$ cat config.mk
export PLATFORM = sky130hd
export DESIGN_NAME = rxuTop
export DESIGN_NICKNAME = d
export VERILOG_FILES = /design/src/rtl/rxuPkg.sv /design/src/rtl/rxuControl.sv /design/src/rtl/rxuRegFile.sv /design/src/rtl/rxuDatapath.sv /design/src/rtl/rxuTop.sv
export SDC_FILE = /design/constraint.sdc
export NUM_CORES = 2
export LEC_CHECK = 0
export BUFFER_PORTS_ARGS = -buffer_cell sky130_fd_sc_hd__buf_4
export CAP_MARGIN = 20
export CORE_MARGIN = 3
export CORE_UTILIZATION = 60
export CTS_BUF_LIST = sky130_fd_sc_hd__clkbuf_16
export CTS_CLUSTER_DIAMETER = 150
export CTS_CLUSTER_SIZE = 14
export DETAILED_ROUTE_END_ITERATION = 16
export PLACE_DENSITY_LB_ADDON = 0.15
export SYNTH_ARGS = -nofsm -noshare
export SYNTH_HDL_FRONTEND = slang
export SYNTH_HIERARCHICAL = 1
export SYNTH_SLANG_ARGS = --single-unit
export TNS_END_PERCENT = 1
$ cat constraint.sdc
create_clock -name clk -period 15.1 [get_ports clk]
set_clock_uncertainty 0.1 [all_clocks]
set_input_delay 2.265 -clock clk [delete_from_list [all_inputs] [get_ports clk]]
set_output_delay 2.265 -clock clk [all_outputs]
set_load 0.01 [all_outputs]
$ cat src/rtl/rxuPkg.sv
package rxuPkg;

  localparam logic [5:0] OP_RTYPE = 6'h00;
  localparam logic [5:0] OP_ADDI  = 6'h08;
  localparam logic [5:0] OP_SLTI  = 6'h0A;
  localparam logic [5:0] OP_ANDI  = 6'h0C;
  localparam logic [5:0] OP_ORI   = 6'h0D;
  localparam logic [5:0] OP_LUI   = 6'h0F;
  localparam logic [5:0] OP_LOAD  = 6'h23;
  localparam logic [5:0] OP_STORE = 6'h2B;

  localparam logic [5:0] FN_ADD = 6'h20;
  localparam logic [5:0] FN_SUB = 6'h22;
  localparam logic [5:0] FN_SLT = 6'h2A;

  typedef enum logic [2:0] {
    ALU_ADD,
    ALU_SUB,
    ALU_SLT,
    ALU_AND,
    ALU_OR,
    ALU_PASSB
  } aluOp_t;

  typedef enum logic [1:0] {
    IMM_SIGN,
    IMM_ZERO,
    IMM_UPPER
  } immKind_t;

  typedef struct packed {
    aluOp_t   aluOp;
    logic     useImm;
    immKind_t immKind;
    logic     regWrite;
    logic     destIsRt;
    logic     addrGen;
    logic     illegal;
  } ctrlStrobes_t;

endpackage

$ cat src/rtl/rxuControl.sv
module rxuControl
  import rxuPkg::*;
(
  input  logic         instrValid,
  input  logic [5:0]   opcode,
  input  logic [5:0]   funct,
  output ctrlStrobes_t ctrl
);

  always_comb begin
    ctrl         = '0;
    ctrl.aluOp   = ALU_ADD;
    ctrl.immKind = IMM_SIGN;
    if (instrValid) begin
      case (opcode)
        OP_RTYPE: begin
          case (funct)
            FN_ADD: begin ctrl.aluOp = ALU_ADD; ctrl.regWrite = 1'b1; end
            FN_SUB: begin ctrl.aluOp = ALU_SUB; ctrl.regWrite = 1'b1; end
            FN_SLT: begin ctrl.aluOp = ALU_SLT; ctrl.regWrite = 1'b1; end
            default: ctrl.illegal = 1'b1;
          endcase
        end
        OP_ADDI: begin
          ctrl.aluOp = ALU_ADD; ctrl.useImm = 1'b1; ctrl.immKind = IMM_SIGN;
          ctrl.regWrite = 1'b1; ctrl.destIsRt = 1'b1;
        end
        OP_SLTI: begin
          ctrl.aluOp = ALU_SLT; ctrl.useImm = 1'b1; ctrl.immKind = IMM_SIGN;
          ctrl.regWrite = 1'b1; ctrl.destIsRt = 1'b1;
        end
        OP_ANDI: begin
          ctrl.aluOp = ALU_AND; ctrl.useImm = 1'b1; ctrl.immKind = IMM_ZERO;
          ctrl.regWrite = 1'b1; ctrl.destIsRt = 1'b1;
        end
        OP_ORI: begin
          ctrl.aluOp = ALU_OR; ctrl.useImm = 1'b1; ctrl.immKind = IMM_ZERO;
          ctrl.regWrite = 1'b1; ctrl.destIsRt = 1'b1;
        end
        OP_LUI: begin
          ctrl.aluOp = ALU_PASSB; ctrl.useImm = 1'b1; ctrl.immKind = IMM_UPPER;
          ctrl.regWrite = 1'b1; ctrl.destIsRt = 1'b1;
        end
        OP_LOAD, OP_STORE: begin
          ctrl.aluOp = ALU_ADD; ctrl.useImm = 1'b1; ctrl.immKind = IMM_SIGN;
          ctrl.addrGen = 1'b1;
        end
        default: ctrl.illegal = 1'b1;
      endcase
    end
  end

endmodule

$ cat src/rtl/rxuRegFile.sv
module rxuRegFile #(
  parameter int DATA_W    = 32,
  parameter int REG_COUNT = 32,
  parameter int RD_PORTS  = 2,
  localparam int IDX_W    = $clog2(REG_COUNT)
) (
  input  logic                             clk,
  input  logic                             rstN,
  input  logic [RD_PORTS-1:0][IDX_W-1:0]   rdIdx,
  output logic [RD_PORTS-1:0][DATA_W-1:0]  rdData,
  input  logic                             wrEn,
  input  logic [IDX_W-1:0]                 wrIdx,
  input  logic [DATA_W-1:0]                wrData
);

  logic [DATA_W-1:0] storeArr [REG_COUNT];

  always_ff @(posedge clk) begin
    if (!rstN) begin
      for (int i = 0; i < REG_COUNT; i++) storeArr[i] <= '0;
    end else if (wrEn && (wrIdx != '0)) begin
      storeArr[wrIdx] <= wrData;
    end
  end

  for (genvar p = 0; p < RD_PORTS; p++) begin : gReadPort
    assign rdData[p] = (rdIdx[p] == '0) ? '0 : storeArr[rdIdx[p]];
  end

endmodule

$ cat src/rtl/rxuDatapath.sv
module rxuDatapath
  import rxuPkg::*;
#(
  parameter int DATA_W    = 32,
  parameter int REG_COUNT = 32,
  localparam int IDX_W    = $clog2(REG_COUNT),
  localparam int IMM_W    = 16,
  localparam int FILL_W   = DATA_W - IMM_W
) (
  input  logic               clk,
  input  logic               rstN,
  input  logic [25:0]        instrLow,
  input  ctrlStrobes_t       ctrl,
  output logic               wbValid,
  output logic [IDX_W-1:0]   wbReg,
  output logic [DATA_W-1:0]  wbData,
  output logic               addrValid,
  output logic [DATA_W-1:0]  effAddr
);

  logic [IDX_W-1:0]          rsIdx, rtIdx, rdIdx;
  logic [IMM_W-1:0]          imm;
  logic [1:0][IDX_W-1:0]     readIdx;
  logic [1:0][DATA_W-1:0]    readData;
  logic [DATA_W-1:0]         immExt, opA, opB, sum, diff, aluResult;
  logic                      lessSigned;

  assign rsIdx = instrLow[25:21];
  assign rtIdx = instrLow[20:16];
  assign rdIdx = instrLow[15:11];
  assign imm   = instrLow[15:0];

  assign readIdx[0] = rsIdx;
  assign readIdx[1] = rtIdx;

  rxuRegFile #(
    .DATA_W   (DATA_W),
    .REG_COUNT(REG_COUNT),
    .RD_PORTS (2)
  ) uRegFile (
    .clk   (clk),
    .rstN  (rstN),
    .rdIdx (readIdx),
    .rdData(readData),
    .wrEn  (ctrl.regWrite),
    .wrIdx (wbReg),
    .wrData(aluResult)
  );

  always_comb begin
    case (ctrl.immKind)
      IMM_ZERO:  immExt = {{FILL_W{1'b0}}, imm};
      IMM_UPPER: immExt = {imm, {FILL_W{1'b0}}};
      default:   immExt = {{FILL_W{imm[IMM_W-1]}}, imm};
    endcase
  end

  assign opA        = readData[0];
  assign opB        = ctrl.useImm ? immExt : readData[1];
  assign sum        = opA + opB;
  assign diff       = opA - opB;
  assign lessSigned = $signed(opA) < $signed(opB);

  always_comb begin
    case (ctrl.aluOp)
      ALU_SUB:   aluResult = diff;
      ALU_SLT:   aluResult = {{(DATA_W-1){1'b0}}, lessSigned};
      ALU_AND:   aluResult = opA & opB;
      ALU_OR:    aluResult = opA | opB;
      ALU_PASSB: aluResult = opB;
      default:   aluResult = sum;
    endcase
  end

  assign wbValid   = ctrl.regWrite;
  assign wbReg     = ctrl.destIsRt ? rtIdx : rdIdx;
  assign wbData    = aluResult;
  assign addrValid = ctrl.addrGen;
  assign effAddr   = sum;

endmodule

$ cat src/rtl/rxuTop.sv
module rxuTop
  import rxuPkg::*;
#(
  parameter int DATA_W    = 32,
  parameter int REG_COUNT = 32,
  localparam int IDX_W    = $clog2(REG_COUNT)
) (
  input  logic               clk,
  input  logic               rstN,
  input  logic               instrValid,
  input  logic [31:0]        instrWord,
  output logic               wbValid,
  output logic [IDX_W-1:0]   wbReg,
  output logic [DATA_W-1:0]  wbData,
  output logic               addrValid,
  output logic [DATA_W-1:0]  effAddr,
  output logic               illegalInstr
);

  ctrlStrobes_t ctrl;

  rxuControl uControl (
    .instrValid(instrValid),
    .opcode    (instrWord[31:26]),
    .funct     (instrWord[5:0]),
    .ctrl      (ctrl)
  );

  rxuDatapath #(
    .DATA_W   (DATA_W),
    .REG_COUNT(REG_COUNT)
  ) uDatapath (
    .clk      (clk),
    .rstN     (rstN),
    .instrLow (instrWord[25:0]),
    .ctrl     (ctrl),
    .wbValid  (wbValid),
    .wbReg    (wbReg),
    .wbData   (wbData),
    .addrValid(addrValid),
    .effAddr  (effAddr)
  );

  assign illegalInstr = ctrl.illegal;

endmodule

# Word-level counts from Yosys, hierarchy flattened
# Memory sizes are Yosys's and may differ from the RTL's.
# Cells that the tools add are included.
[word_totals]
reg_bits = 0
ram_bits = 1024
out_inout_bits = 72
word_cells = 58
n_memories = 1
[op_classes]
add_sub_neg = 2
n_lt_le_gt_ge = 1
n_eq_ne = 17
muxes = 23
n_bitwise = 2
reduce_logical = 12
[memory_table]
columns = ["name", "depth", "word_bits", "read_ports", "rd_ports_with_merged_regs", "write_ports", "line_no", "rtl"]
rows = [
  ["uDatapath.uRegFile.storeArr", 32, 32, 2, 0, 32, "rxuRegFile.sv:16", "logic [DATA_W-1:0] storeArr [REG_COUNT];"],
]
[op_table]
columns = ["cell", "count"]
rows = [
  ["$pmux W32 S5", 1],
  ["$mux W32", 4],
  ["$pmux W32 S2", 1],
  ["$add A32 B32 Y32", 1],
  ["$and A32 B32 Y32", 1],
  ["$lt A32 B32 Y1", 1],
  ["$or A32 B32 Y32", 1],
  ["$reduce_or A32 Y1", 1],
  ["$sub A32 B32 Y32", 1],
  ["$eq A6 B4 Y1 const B", 5],
  ["$eq A6 B6 Y1 const B", 5],
  ["$pmux W3 S5", 1],
  ["$logic_not A5 Y1", 2],
  ["$mux W10", 1],
  ["$mux W5", 2],
  ["$mux W1", 9],
  ["$pmux W3 S3", 1],
  ["$reduce_or A7 Y1", 1],
  ["$eq A3 B2 Y1 const B", 2],
  ["$eq A3 B3 Y1 const B", 2],
  ["$logic_not A6 Y1", 1],
  ["$reduce_bool A5 Y1", 1],
  ["$reduce_or A5 Y1", 1],
  ["$pmux W1 S2", 2],
  ["8 further kinds", 9],
]

# Depth between registers and ports, before layout
[depth]
depth_word = 13
mapped_depth = 25

# Hierarchy
# Netlist, hierarchy kept.
[by_module_without_submodules]
columns = ["mod", "instances", "cells_each", "area_each_um2", "seq_area_each_um2"]
rows = [
  ["rxuRegFile", 1, 3509, 54204.5, 30749.5],
  ["rxuDatapath", 1, 939, 6248.5, 0.0],
  ["rxuControl", 1, 44, 322.8, 0.0],
]

# Least setup slack after synthesis
# No wires, ideal clock.
[synth_timing]
kind = "input to output"
startpoint = "input instrWord[28]"
endpoint = "output wbData[26]"
arrival_ns = 6.923
required_ns = 12.735
setup_slack_ns = 5.812
cell_stages = 22
path_buffers = 3
cell_sequence = "buf_2 nand2_1 nor3_1 inv_1 ha_1 clkbuf_1 nor2_1 nor2_1 clkbuf_1 a22oi_1 inv_1 ha_1 fa_1 o21bai_4 a211oi_4 o221ai_4 a2111oi_4 o41ai_4 a21boi_4 nor2_2 or4_1 a31oi_1"
[synth_rtl]
columns = ["element", "line_no", "rtl"]
rows = [
  ["from (decl)", "rxuTop.sv:11", "input logic [31:0] instrWord,"],
  ["to (decl)", "rxuTop.sv:14", "output logic [DATA_W-1:0] wbData,"],
]

==> results.cfg <==
[sta]
setup_viol = 0
rsz0062_at_grt = false
finalCritPeriodShare_pct = 82.0
tns_ps = 0
hold_viol = 0
post-route-min-period_ps = 12380
maxSlewHeadroom_pct = 4.51
fmax_mhz = 80.8
tightest_slew_ps = 1430
slew_viol_final = 0

[floorplanning]
rows = 116
fp.dieH_um = 324
die_w_um = 324
fp.coreArea_um2 = 100000
start_util_pct = 60.6
dieArea_um2 = 105000
num_io_pins = 107

[min_path]
hold_path_depth = 10
hold-path-endpoint = uDatapath/uRegFile/storeArr[15][5]
hold_class = flip-flop to flip-flop
min_from = uDatapath/uRegFile/storeArr[2][5]

[yosys]
synth-seq-cells = 1024
yosysTopAreaCell = edfxtp_1
netlist_area_um2 = 60800
synth_flop_cell = edfxtp_1
syn_avg_cell_area_um2 = 13.5
synth_cell_types = 96
synth-edff-count = 1024
async_flop_share_pct = 0
synth_seq_area_share_pct = 50.6
postSynthCellCount = 4492
synthTopCellsByArea = edfxtp_1, mux4_2, and2_1, mux2i_1, ha_1
yosys_warnings = 6
synth_top_area_share_pct = 50.6

[detailed_routing]
firstDrtPassIters = 6
drcViolationCount = 0
drt_wl_total_um = 218000
route.detailed.wl_per_inst_um = 37.7
postRouteAntennaNets = 0
viasPerCell = 7.35
drtIter0Drc = 7216
via_count = 42509

[pwr]
power_frac_comb_pct = 28.9
leakage_nw = 24.1
internal-power_w = 0.00489
pwr-share-clk_pct = 27.0
power.density_nw_per_um2 = 113
ir_drop_uv = 83.2
pwr-share-seq_pct = 44.0
power.switching_w = 0.00255
switching_share_pct = 34.2

[clocking]
numCtsBuffers = 83
htree_levels = 3
postCtsSetupRepairBufs = 0
clk_latency_ps = 700
cts.sink_count = 1024
cts_tree = built
clkSlewWorstSetupHoldPaths_ps = 70
cts_buffer_depth = 3
ctsHoldBuffers = 0
cts-resized-gates = 0
cts_root_buf = clkbuf_16

[final_layout]
area_delta_synth_final_pct = 8.11
design_area_um2 = 65700
fillers = 7137
fin_nets = 4543
largest-register = uDatapath/uRegFile/storeArr
drive_above_1_share_pct = 22.7
top_regs = uDatapath/uRegFile/storeArr x1024
largest_register_ffs = 1024

[worst_setup_path]
path_class = input pin to primary output
worstRegToRegCells = 17
r2r_end = uDatapath/uRegFile/storeArr[16][23]
rrSetupSlack_ps = 8070
timing.rr.start = uDatapath/uRegFile/storeArr[15][10]
path_max_fanout = 39
end_kind = primary output
critical_path_arrival_ps = 10010
crit_required_ps = 12730
start_kind = input pin

[placed_design]
portBuffers = 106
hpwlAfterDp_um = 137000
place_area_um2 = 63300
place.gp.congestion = 1.02

[global_routing]
grt_util_met3_pct = 13.3
grt_util_met2_pct = 60.3
grt_pass1_vias = 40445
grt_pass1_wl_um = 304000
grt_overflow = 0
top_usage_layer = met2
grtUsageTotal_pct = 41.4
grt_max_degree = 95
antenna_found_initial = 13
grtUsageMet1_pct = 54.8

[run]
maxCapViolCount = 0

[outcome]
status = completed
-- through the flow --
| step | cells | worst slack, ps | utilization, % | power (W) | hold WS [ps] |
|---|---|---|---|---|---|
| 6_report | 5781 | 2720 | 65.5 | 0.00744 | 1970 |
| 5_1_grt | 5771 | 2550 | 65.5 | 0.00762 | 2060 |
| 4_1_cts | 5763 | 2940 | 65.3 | 0.00736 | 1880 |
| 3_5_place_dp | 5672 | 2970 | 63.1 | 0.00540 | 1850 |
| 3_3_place_gp | 5671 | 2950 | 63.1 | 0.00538 | 1830 |
| 2_1_floorplan | 4523 | 5810 | - | 0.00446 | 1310 |
-- cell type report --
cell class,count,area [µm²],area share (%)
diodes,11,27.5,0.0419
multi-input cells,2912,28400,43.1
clock buffers,84,2100,3.20
repair buffers,260,2180,3.32
well taps,1357,1700,2.58
inverters,126,473,0.720
clock inverters,7,124,0.189
flip-flops and latches,1024,30700,46.8
-- kinds of logic (layout without fill, tap and decap cells) --
logic type / count (synthesis) / count (layout) / synth area share, %
mux: 678 / 678 / 20.9
other cells: 1 / 43 / 0.00617
buf+inv: 587 / 477 / 4.28
flops: 1024 / 1024 / 50.6
compound gates: 676 / 676 / 8.09
xor+xnor: 37 / 37 / 0.533
simple gates: 1388 / 1388 / 13.5
fa+ha+maj: 101 / 101 / 2.10
-- worst max path at each step --
stage                  startpoint         end  slack [ps]  depth (start not counted)
finish              instrWord[18]  wbData[28]        2720                         15
detailed placement  instrWord[17]  wbData[31]        2970                         19
floorplan           instrWord[28]  wbData[26]        5810                         22
CTS                 instrWord[17]  wbData[31]        2940                         19
global placement    instrWord[17]  wbData[31]        2950                         19
global route        instrWord[17]  wbData[29]        2550                         19
-- Yosys cell counts, types with 69 or more instances --
| master | instances |
|---|---|
| o21ai_0 | 83 |
| o22ai_1 | 94 |
| a21oi_1 | 92 |
| inv_1 | 124 |
| and2_1 | 1002 |
| edfxtp_1 | 1024 |
| clkbuf_1 | 326 |
| nor2_1 | 124 |
| mux4_2 | 470 |
| ha_1 | 99 |
| mux2i_1 | 171 |
| nand2_1 | 69 |
-- power groups by stage --
stage               clock (W)  combinational [W]  sequential (W)
floorplan                   0            0.00114         0.00332
global placement            0            0.00206         0.00333
detailed placement          0            0.00207         0.00333
CTS                   0.00202            0.00207         0.00327
global route          0.00212            0.00222         0.00328
finish                0.00201            0.00215         0.00328
-- layout by cell type (no fill, tap or decap), drive strengths merged, types with 6 or more instances in the layout --
cell,count
nand4,9
a21oi,93
mux2i,171
a2111oi,33
o21bai,17
clkbuf,86
nand2,69
o2bb2ai,13
o21ai,89
mux4,470
or2,8
and2,1002
a22oi,44
conb,32
nand3,12
or3,9
o211ai,6
edfxtp,1024
nor2b,30
ha,99
nor4,17
a31oi,15
diode,11
mux2,37
nor2,127
a221oi,36
a211oi,49
buf,258
nand2b,16
a21o,37
o21a,6
o221ai,30
a22o,54
inv,131
nand3b,6
nor3,67
o31ai,11
xnor2,32
o22ai,94
-- per-layer routing --
layer,vias to the layer above,share of wire [%]
met5,-,0.0060
met4,2,7.1
met3,682,15
met2,3604,43
met1,21307,35
li1,16914,-
-- worst max-delay path: stages --
cell,delay [ps]
buf_6,390
buf_4,540
or3b_2,930
o22ai_1,520
a2111oi_0,140
nor3_1,1070
a21oi_1,520
ha_1,630
nand2_1,210
nor4_1,470
nand4_1,350
a311oi_1,590
mux2i_1,220
o21ai_4,820
buf_4,260
(Power assumes the default switching activity.)
